$ cat src/rtl/disp_wr_rx_pkg.sv
// Shared types for the display serial write receiver.
package disp_wr_rx_pkg;
    typedef enum logic {
        FRM_PIN_DC  = 1'b0,
        FRM_INBAND  = 1'b1
    } frame_kind_e;
endpackage

$ cat src/rtl/disp_wr_rx_sync.sv
// Multi-bit flop-chain synchronizer.
// Assumes: each bit is an independent slow-changing level; no bus coherency
// is implied beyond all bits seeing the same latency.
module disp_wr_rx_sync #(
    parameter int WIDTH  = 4,
    parameter int STAGES = 2
) (
    input  logic             clk,
    input  logic             rst_n,
    input  logic [WIDTH-1:0] rst_val,
    input  logic [WIDTH-1:0] d,
    output logic [WIDTH-1:0] q
);
    logic [WIDTH-1:0] chain [STAGES];

    // Stage 0 captures the asynchronous input.
    always_ff @(posedge clk) begin
        if (!rst_n) chain[0] <= rst_val;
        else        chain[0] <= d;
    end

    for (genvar s = 1; s < STAGES; s++) begin : g_stage
        // Each further stage resolves metastability of the previous one.
        always_ff @(posedge clk) begin
            if (!rst_n) chain[s] <= rst_val;
            else        chain[s] <= chain[s-1];
        end
    end

    assign q = chain[STAGES-1];
endmodule

$ cat src/rtl/disp_wr_rx_edge.sv
// Rising-edge detector on a synchronized serial clock.
// Assumes: input is already in the clk domain and each level lasts
// at least two clk cycles.
module disp_wr_rx_edge (
    input  logic clk,
    input  logic rst_n,
    input  logic lvl,
    output logic rise
);
    logic lvl_d;

    // Remember last cycle's level.
    always_ff @(posedge clk) begin
        if (!rst_n) lvl_d <= 1'b0;
        else        lvl_d <= lvl;
    end

    assign rise = lvl & ~lvl_d;

    p_rise_isolated_r9: assert property (@(posedge clk) disable iff (!rst_n)
        rise |=> !rise);
endmodule

$ cat src/rtl/disp_wr_rx_framer.sv
// Frame assembler: counts rising serial edges while selected, shifts data
// most significant first and reports a finished byte with its routing flag.
// Assumes: inputs are synchronized; 'rise' is one cycle wide.
module disp_wr_rx_framer
    import disp_wr_rx_pkg::*;
#(
    parameter int BYTE_W = 8
) (
    input  logic              clk,
    input  logic              rst_n,
    input  logic              mode_in,
    input  logic              cs_idle,
    input  logic              rise,
    input  logic              dat,
    input  logic              dc,
    output logic              done,
    output logic [BYTE_W-1:0] byte_out,
    output logic              flag_out
);
    localparam int SH_W  = BYTE_W + 1;
    localparam int CNT_W = $clog2(BYTE_W + 1);
    localparam logic [CNT_W-1:0] LAST_PIN = CNT_W'(BYTE_W - 1);
    localparam logic [CNT_W-1:0] LAST_INB = CNT_W'(BYTE_W);

    frame_kind_e      mode_q;
    logic [CNT_W-1:0] cnt;
    logic [SH_W-1:0]  sh;
    logic [SH_W-1:0]  sh_nxt;
    logic             at_last;

    // Next shift value and end-of-frame decode for the latched framing.
    always_comb begin
        sh_nxt  = {sh[SH_W-2:0], dat};
        at_last = (mode_q == FRM_INBAND) ? (cnt == LAST_INB) : (cnt == LAST_PIN);
    end

    // Bit counter, shifter and framing latch; select release restarts a frame.
    always_ff @(posedge clk) begin
        if (!rst_n) begin
            cnt    <= '0;
            sh     <= '0;
            mode_q <= FRM_PIN_DC;
        end else if (cs_idle) begin
            cnt    <= '0;
            mode_q <= frame_kind_e'(mode_in);
        end else if (rise) begin
            sh  <= sh_nxt;
            cnt <= at_last ? '0 : cnt + CNT_W'(1);
        end
    end

    // Finished byte and routing flag.
    always_comb begin
        done     = rise && !cs_idle && at_last;
        byte_out = sh_nxt[BYTE_W-1:0];
        flag_out = (mode_q == FRM_INBAND) ? sh_nxt[BYTE_W] : dc;
    end

    p_cnt_in_range_r8: assert property (@(posedge clk) disable iff (!rst_n)
        cnt <= LAST_INB);
    p_cnt_pin_range_r2: assert property (@(posedge clk) disable iff (!rst_n)
        (mode_q == FRM_PIN_DC) |-> cnt <= LAST_PIN);
    p_idle_clears_r7: assert property (@(posedge clk) disable iff (!rst_n)
        cs_idle |=> cnt == '0);
    p_idle_no_done_r6: assert property (@(posedge clk) disable iff (!rst_n)
        cs_idle |-> !done);
    p_mode_frozen_r10: assert property (@(posedge clk) disable iff (!rst_n)
        !cs_idle |=> $stable(mode_q));
endmodule

$ cat src/rtl/disp_wr_rx_out.sv
// Output register: holds byte and flag between writes and issues a
// one-cycle strobe.
// Assumes: 'load' is never high in two consecutive cycles.
module disp_wr_rx_out #(
    parameter int BYTE_W = 8
) (
    input  logic              clk,
    input  logic              rst_n,
    input  logic              load,
    input  logic [BYTE_W-1:0] byte_in,
    input  logic              flag_in,
    output logic [BYTE_W-1:0] byte_q,
    output logic              flag_q,
    output logic              stb_q
);
    // Capture a finished byte and pulse the strobe.
    always_ff @(posedge clk) begin
        if (!rst_n) begin
            byte_q <= '0;
            flag_q <= 1'b0;
            stb_q  <= 1'b0;
        end else begin
            stb_q <= load;
            if (load) begin
                byte_q <= byte_in;
                flag_q <= flag_in;
            end
        end
    end

    p_strobe_single_r9: assert property (@(posedge clk) disable iff (!rst_n)
        stb_q |=> !stb_q);
    p_hold_between_r9: assert property (@(posedge clk) disable iff (!rst_n)
        !stb_q |-> ($stable(byte_q) && $stable(flag_q)));
endmodule

$ cat src/rtl/disp_wr_rx.sv
// Display serial write receiver top.
// Synchronizes the serial pins and finds rising serial-clock edges, then
// assembles 8-bit (pin flag) or 9-bit (in-band flag) transfers and emits
// byte + flag + one-cycle strobe.
// Assumes: clk is at least 4x the serial clock; frame_3w is quasi-static.
module disp_wr_rx #(
    parameter int BYTE_W      = 8,
    parameter int SYNC_STAGES = 2
) (
    input  logic              clk,
    input  logic              rst_n,
    input  logic              frame_3w,
    input  logic              ser_clk,
    input  logic              ser_dat,
    input  logic              ser_dc,
    input  logic              ser_cs_n,
    output logic [BYTE_W-1:0] wr_byte,
    output logic              wr_is_data,
    output logic              wr_stb
);
    localparam int NPIN = 4;

    logic [NPIN-1:0] pins_raw;
    logic [NPIN-1:0] pins_sync;
    logic            sclk_s, sdat_s, sdc_s, scs_n_s;
    logic            rise;
    logic            done;
    logic [BYTE_W-1:0] f_byte;
    logic            f_flag;

    assign pins_raw = {ser_cs_n, ser_dc, ser_dat, ser_clk};
    assign {scs_n_s, sdc_s, sdat_s, sclk_s} = pins_sync;

    disp_wr_rx_sync #(.WIDTH(NPIN), .STAGES(SYNC_STAGES)) u_sync (
        .clk     (clk),
        .rst_n   (rst_n),
        .rst_val (4'b1000),
        .d       (pins_raw),
        .q       (pins_sync)
    );

    disp_wr_rx_edge u_edge (
        .clk   (clk),
        .rst_n (rst_n),
        .lvl   (sclk_s),
        .rise  (rise)
    );

    disp_wr_rx_framer #(.BYTE_W(BYTE_W)) u_frm (
        .clk      (clk),
        .rst_n    (rst_n),
        .mode_in  (frame_3w),
        .cs_idle  (scs_n_s),
        .rise     (rise),
        .dat      (sdat_s),
        .dc       (sdc_s),
        .done     (done),
        .byte_out (f_byte),
        .flag_out (f_flag)
    );

    disp_wr_rx_out #(.BYTE_W(BYTE_W)) u_out (
        .clk     (clk),
        .rst_n   (rst_n),
        .load    (done),
        .byte_in (f_byte),
        .flag_in (f_flag),
        .byte_q  (wr_byte),
        .flag_q  (wr_is_data),
        .stb_q   (wr_stb)
    );

    p_done_needs_rise_r2: assert property (@(posedge clk) disable iff (!rst_n)
        done |-> rise);
endmodule

$ cat config.mk
export PLATFORM = sky130hd
export DESIGN_NAME = disp_wr_rx
export DESIGN_NICKNAME = d
export VERILOG_FILES = /design/src/rtl/disp_wr_rx_pkg.sv /design/src/rtl/disp_wr_rx_sync.sv /design/src/rtl/disp_wr_rx_edge.sv /design/src/rtl/disp_wr_rx_framer.sv /design/src/rtl/disp_wr_rx_out.sv /design/src/rtl/disp_wr_rx.sv
export SDC_FILE = /design/constraint.sdc
export NUM_CORES = 1
export LEC_CHECK = 0
export ABC_AREA = 1
export BUFFER_PORTS_ARGS = -buffer_cell sky130_fd_sc_hd__buf_2
export CAP_MARGIN = 10
export CORE_MARGIN = 2
export CORE_UTILIZATION = 55
export CTS_CLUSTER_DIAMETER = 100
export DETAILED_ROUTE_END_ITERATION = 7
export GPL_ROUTABILITY_DRIVEN = 0
export PLACE_DENSITY = 0.79
export SYNTH_ARGS = -nofsm -noshare
export SYNTH_HDL_FRONTEND = slang
export SYNTH_HIERARCHICAL = 1
export SYNTH_SLANG_ARGS = --single-unit
$ cat constraint.sdc
create_clock -name clk -period 1.84 [get_ports clk]
set_input_delay 0.276 -clock clk [delete_from_list [all_inputs] [get_ports clk]]
set_output_delay 0.276 -clock clk [all_outputs]
set_load 0.01 [all_outputs]
Yosys cells after proc, flatten, opt, wreduce, memory -nomap -nowiden
Memories as Yosys holds them, arrays and structs flattened.
Index checks and enable logic that the tools add are counted.
- add/subtract/negate cells: 1
- equal/unequal tests: 2
- bitwise logic cells: 6
- mux-type cells: 7
- reductions and logical operators: 5
- operators by type and width (operator ; count):
    two-way mux 4 bit ; 3
    adder 4 x 1 -> 4 bit (second input constant) ; 1
    == test 4 x 3 -> 1 bit (second input constant) ; 1
    == test 4 bit (second input constant) ; 1
    two-way mux 1 bit ; 4
    NOT 1 bit ; 3
    logical AND 1 bit ; 2
    bitwise OR 1 bit ; 2
    AND reduction 2 bit ; 1
    OR reduction 2 bit ; 1
    bitwise AND 1 bit ; 1
    logical NOT 1 bit ; 1
- logic and storage cells: 29
- memories kept: 1
- bits of input ports: 7
- bits in registers: 24
- output and inout port bits: 10
- memory bits (writable): 8
- memories (memory ; depth ; width ; read ports ; clocked after memory_dff ; wr ports ; RTL line ; text):
    u_sync.chain ; 2 ; 4 ; 2 ; 0 ; 2 ; disp_wr_rx_sync.sv:14 ; logic [WIDTH-1:0] chain [STAGES];

Longest topological paths before layout
- depth after elaboration: 4
- mapped depth: 10
- depth with buffers taken out: 9

Cells and area by module
Netlist, hierarchy kept.
- by module, submodules not included (module ; cells each ; times used ; area each (µm²) ; sequential area each (µm²)):
    disp_wr_rx_framer ; 82 ; 1 ; 619.3 ; 260.2
    disp_wr_rx_out ; 60 ; 1 ; 412.9 ; 200.2
    disp_wr_rx_sync ; 30 ; 1 ; 265.3 ; 160.2
    disp_wr_rx_edge ; 5 ; 1 ; 37.5 ; 20.0
    disp_wr_rx ; 2 ; 1 ; 7.5 ; 0.0

Least setup slack after synthesis
OpenSTA, ideal clock, no wires.
- path kind: register to register
- start point: memory u_sync.chain[1][0]
- end point: register u_out.byte_q[0]
- period minus slack after synthesis: 1.413 ns
- path slack: 0.427 ns
- arrival: 1.350 ns
- cell stages (with the launch flop): 11
- cell sequence: dfxtp_1 > inv_1 > nor2_2 > nand2_2 > nor2_2 > nand2_1 > a21oi_1 > buf_6 > buf_12 > nor2_1 > nor2_1
- RTL lines (what ; RTL line ; text):
    start: declaration ; disp_wr_rx_sync.sv:14 ;
    end signal: assignment ; disp_wr_rx_out.sv:25 ; byte_q <= byte_in;
    end: declaration ; disp_wr_rx_out.sv:12 ; output logic [BYTE_W-1:0] byte_q,

==> impl_metrics.json <==
{
  "boundaryPins": 17,
  "detailedRoute.firstPassIterationCount": 4,
  "post_synth_inst_count": 179,
  "ys_warn_count": 6,
  "crit_required_ns": 2.07,
  "grt_pass1_vias": 899,
  "nNetsFinal": 202,
  "dr.first_iter.drc_count": 22,
  "clock-sinks": 32,
  "placement.io_buffers": 16,
  "die_area_mm2": 0.00285,
  "row_count": 17,
  "yosysSeqAreaShare": 0.477,
  "clkSlewWorstSetupHoldPaths_ns": 0.10,
  "layout_common_cells": "45 x nand2_1, 45 x nor2_1, 32 x dfxtp_1, 16 x buf_2, 15 x inv_1",
  "grt_start_max_net_pins": 27,
  "power_density_mw_per_mm2": 887,
  "final_hold_fails": 0,
  "min-delay-path-class": "in -> reg",
  "total_power_mw": 1.27,
  "detail_route.wl_per_cell_um": 9.30,
  "tritoncts": "done",
  "max-clock-path-buffers": 2,
  "worst_skew_pair.late_latency_ns": 0.32,
  "setup_viol": 0,
  "maxCapViolCount": 0,
  "core_outline_area_mm2": 0.00225,
  "peakVddDrop_mv": 0.615,
  "detailed_place_hpwl_mm": 1.50,
  "global_route.overflow_total": 0,
  "cts.repair_timing.setup_buffer_count": 0,
  "timing.fmax_mhz": 644,
  "floorplan.die.height_um": 53.4,
  "static-leakage-power_nw": 0.710,
  "criticalPathCategory": "reg -> reg",
  "syn-cell-area_mm2": 0.00134,
  "groute.usage.overall": 0.178,
  "die_w_um": 53.4,
  "routed-via-count": 1017,
  "clk_root_buffer_cell": "clkbuf_4",
  "ys_ff_latch": 32,
  "post_cts_hold_buffers": 0,
  "status": "complete, no violations",
  "final.min_clock_period_ns": 1.55,
  "worstSetupStartpointType": "register",
  "htreeDepth": 2,
  "route.final.wire_length_mm": 2.07,
  "drtAntennaViolNets": 0,
  "tritoncts.num_buffers": 5,
  "setup_repair_after_global_routing_missed_its_margin": "no",
  "path_max_fanout": 19,
  "final_min_period_over_clock_period": 0.844,
  "avgViaCountPerCell": 4.56,
  "synthToLayoutAreaGrowth_pct": 6.80,
  "final_layout_size_suffix_gt1_frac": 0.195,
  "synth.lib_cells_used.distinct": 22,
  "finalSetupTns_ns": 0,
  "worst_clock_skew_ns": 0.00908,
  "drcViolationCount": 0,
  "antenna-diode-count": 0,
  "post_cts_gate_resize_count": 0,
  "grt_antenna_before_repair": 0,
  "global_route_wire_length_before_repair_mm": 3.53,
  "timing_max_transition_violations_final": 0,
  "synth.avg_cell_area_um2": 7.50,
  "initial_core_util": 0.595,
  "cp.arrival_ns": 1.78,
  "setup.worst_path.end_class": "register"
}
==> through the flow <==
stage / worst slack [ns] / instances / utilization / hold slack (ns) / cell area (um^2)
after CTS: 0.281 / 223 / 0.636 / 0.139 / 1430
after global routing: 0.109 / 223 / 0.636 / 0.125 / 1430
after global placement: 0.356 / 215 / 0.609 / 0.409 / 1370
after detailed placement: 0.289 / 215 / 0.609 / 0.423 / 1370
final: 0.288 / 223 / 0.636 / 0.141 / 1430
after floorplan: 0.427 / 181 / - / 0.374 / 1350
==> state kept, by name (all words and copies together), names as in the netlist <==
signal	cells
u_sync/chain	8
u_out/stb_q	1
u_frm/sh	8
u_out/byte_q	8
u_out/flag_q	1
u_edge/lvl_d	1
u_frm/mode_q	1
u_frm/cnt	4
==> worst paths after layout <==
check / start / cells past startpoint / end / slack [ns]
max: u_sync/chain[1][0]$_DFF_P_ / 10 / u_out/byte_q[5]$_SDFFE_PN0P_ / 0.29
min: ser_dc / 3 / u_sync/chain[0][2]$_DFF_P_ / 0.14
max reg2reg: u_sync/chain[1][0]$_DFF_P_ / 10 / u_out/byte_q[5]$_SDFFE_PN0P_ / 0.29
min reg2reg: u_sync/chain[1][0]$_DFF_P_ / 2 / u_edge/lvl_d$_SDFF_PN0_ / 0.43
==> cells by family after synthesis <==
family                     count (synthesis)  share of synthesized area
and+or+nand+nor                          100                      0.312
DFF                                       32                      0.477
xor gates and xnor gates                   2                     0.0130
adders and majority gates                  1                    0.00932
AOI/OAI and AO/OA                         12                     0.0466
other                                      2                    0.00559
buffers and inverters                     30                      0.136
==> final cells by class <==
cell class | count | area (um^2)
Timing Repair Buffer | 18 | 95.1
Fill cell | 218 | 821
Clock inverter | 2 | 10.0
Multi-Input combinational cell | 119 | 527
Clock buffer | 6 | 51.3
Inverter | 18 | 75.1
Tap cell | 28 | 35.0
Sequential cell | 32 | 641
==> routing by layer <==
metal,vias to the layer above,track usage,wire length (um)
met1,433,0.192,964
met4,0,0.0855,22
met5,-,0,0
li1,556,-,-
met2,24,0.288,961
met3,4,0.0876,124
==> worst max-delay path: stages (launching register included) <==
cell and delay, ns:
dfxtp_1 0.34, inv_1 0.05, nor2_2 0.23, nand2_2 0.10
nor2_2 0.12, nand2_1 0.09, a21oi_1 0.15, buf_4 0.23
nand2_1 0.08, nand2_1 0.06, nor2_1 0.04
==> cell usage after synthesis <==
cell type,count,area (um^2)
nand2_1,45,169
nor2_1,45,169
dfxtp_1,32,641
inv_1,15,56.3
o21ai_0,9,45.0
buf_4,8,60.1
nand2_2,5,31.3
a21oi_1,2,10.0
buf_6,2,22.5
conb_1,2,7.51
nor2_2,2,12.5
xnor2_1,2,17.5
buf_12,1,20.0
buf_2,1,5.00
ha_1,1,12.5
inv_2,1,3.75
inv_4,1,6.26
inv_6,1,8.76
nand3_2,1,10.0
nand3b_1,1,7.51
nor2_8,1,20.0
o21bai_1,1,7.51
==> where the power goes <==
group          switching [mW]  total (mW)  leakage [nW]  internal (mW)
Combinational          0.0683       0.110         0.410         0.0422
Clock                   0.225       0.407        0.0380          0.182
Sequential             0.0263       0.755         0.263          0.729
Total                   0.320        1.27         0.710          0.952
Power figures use the tool's default switching activity.
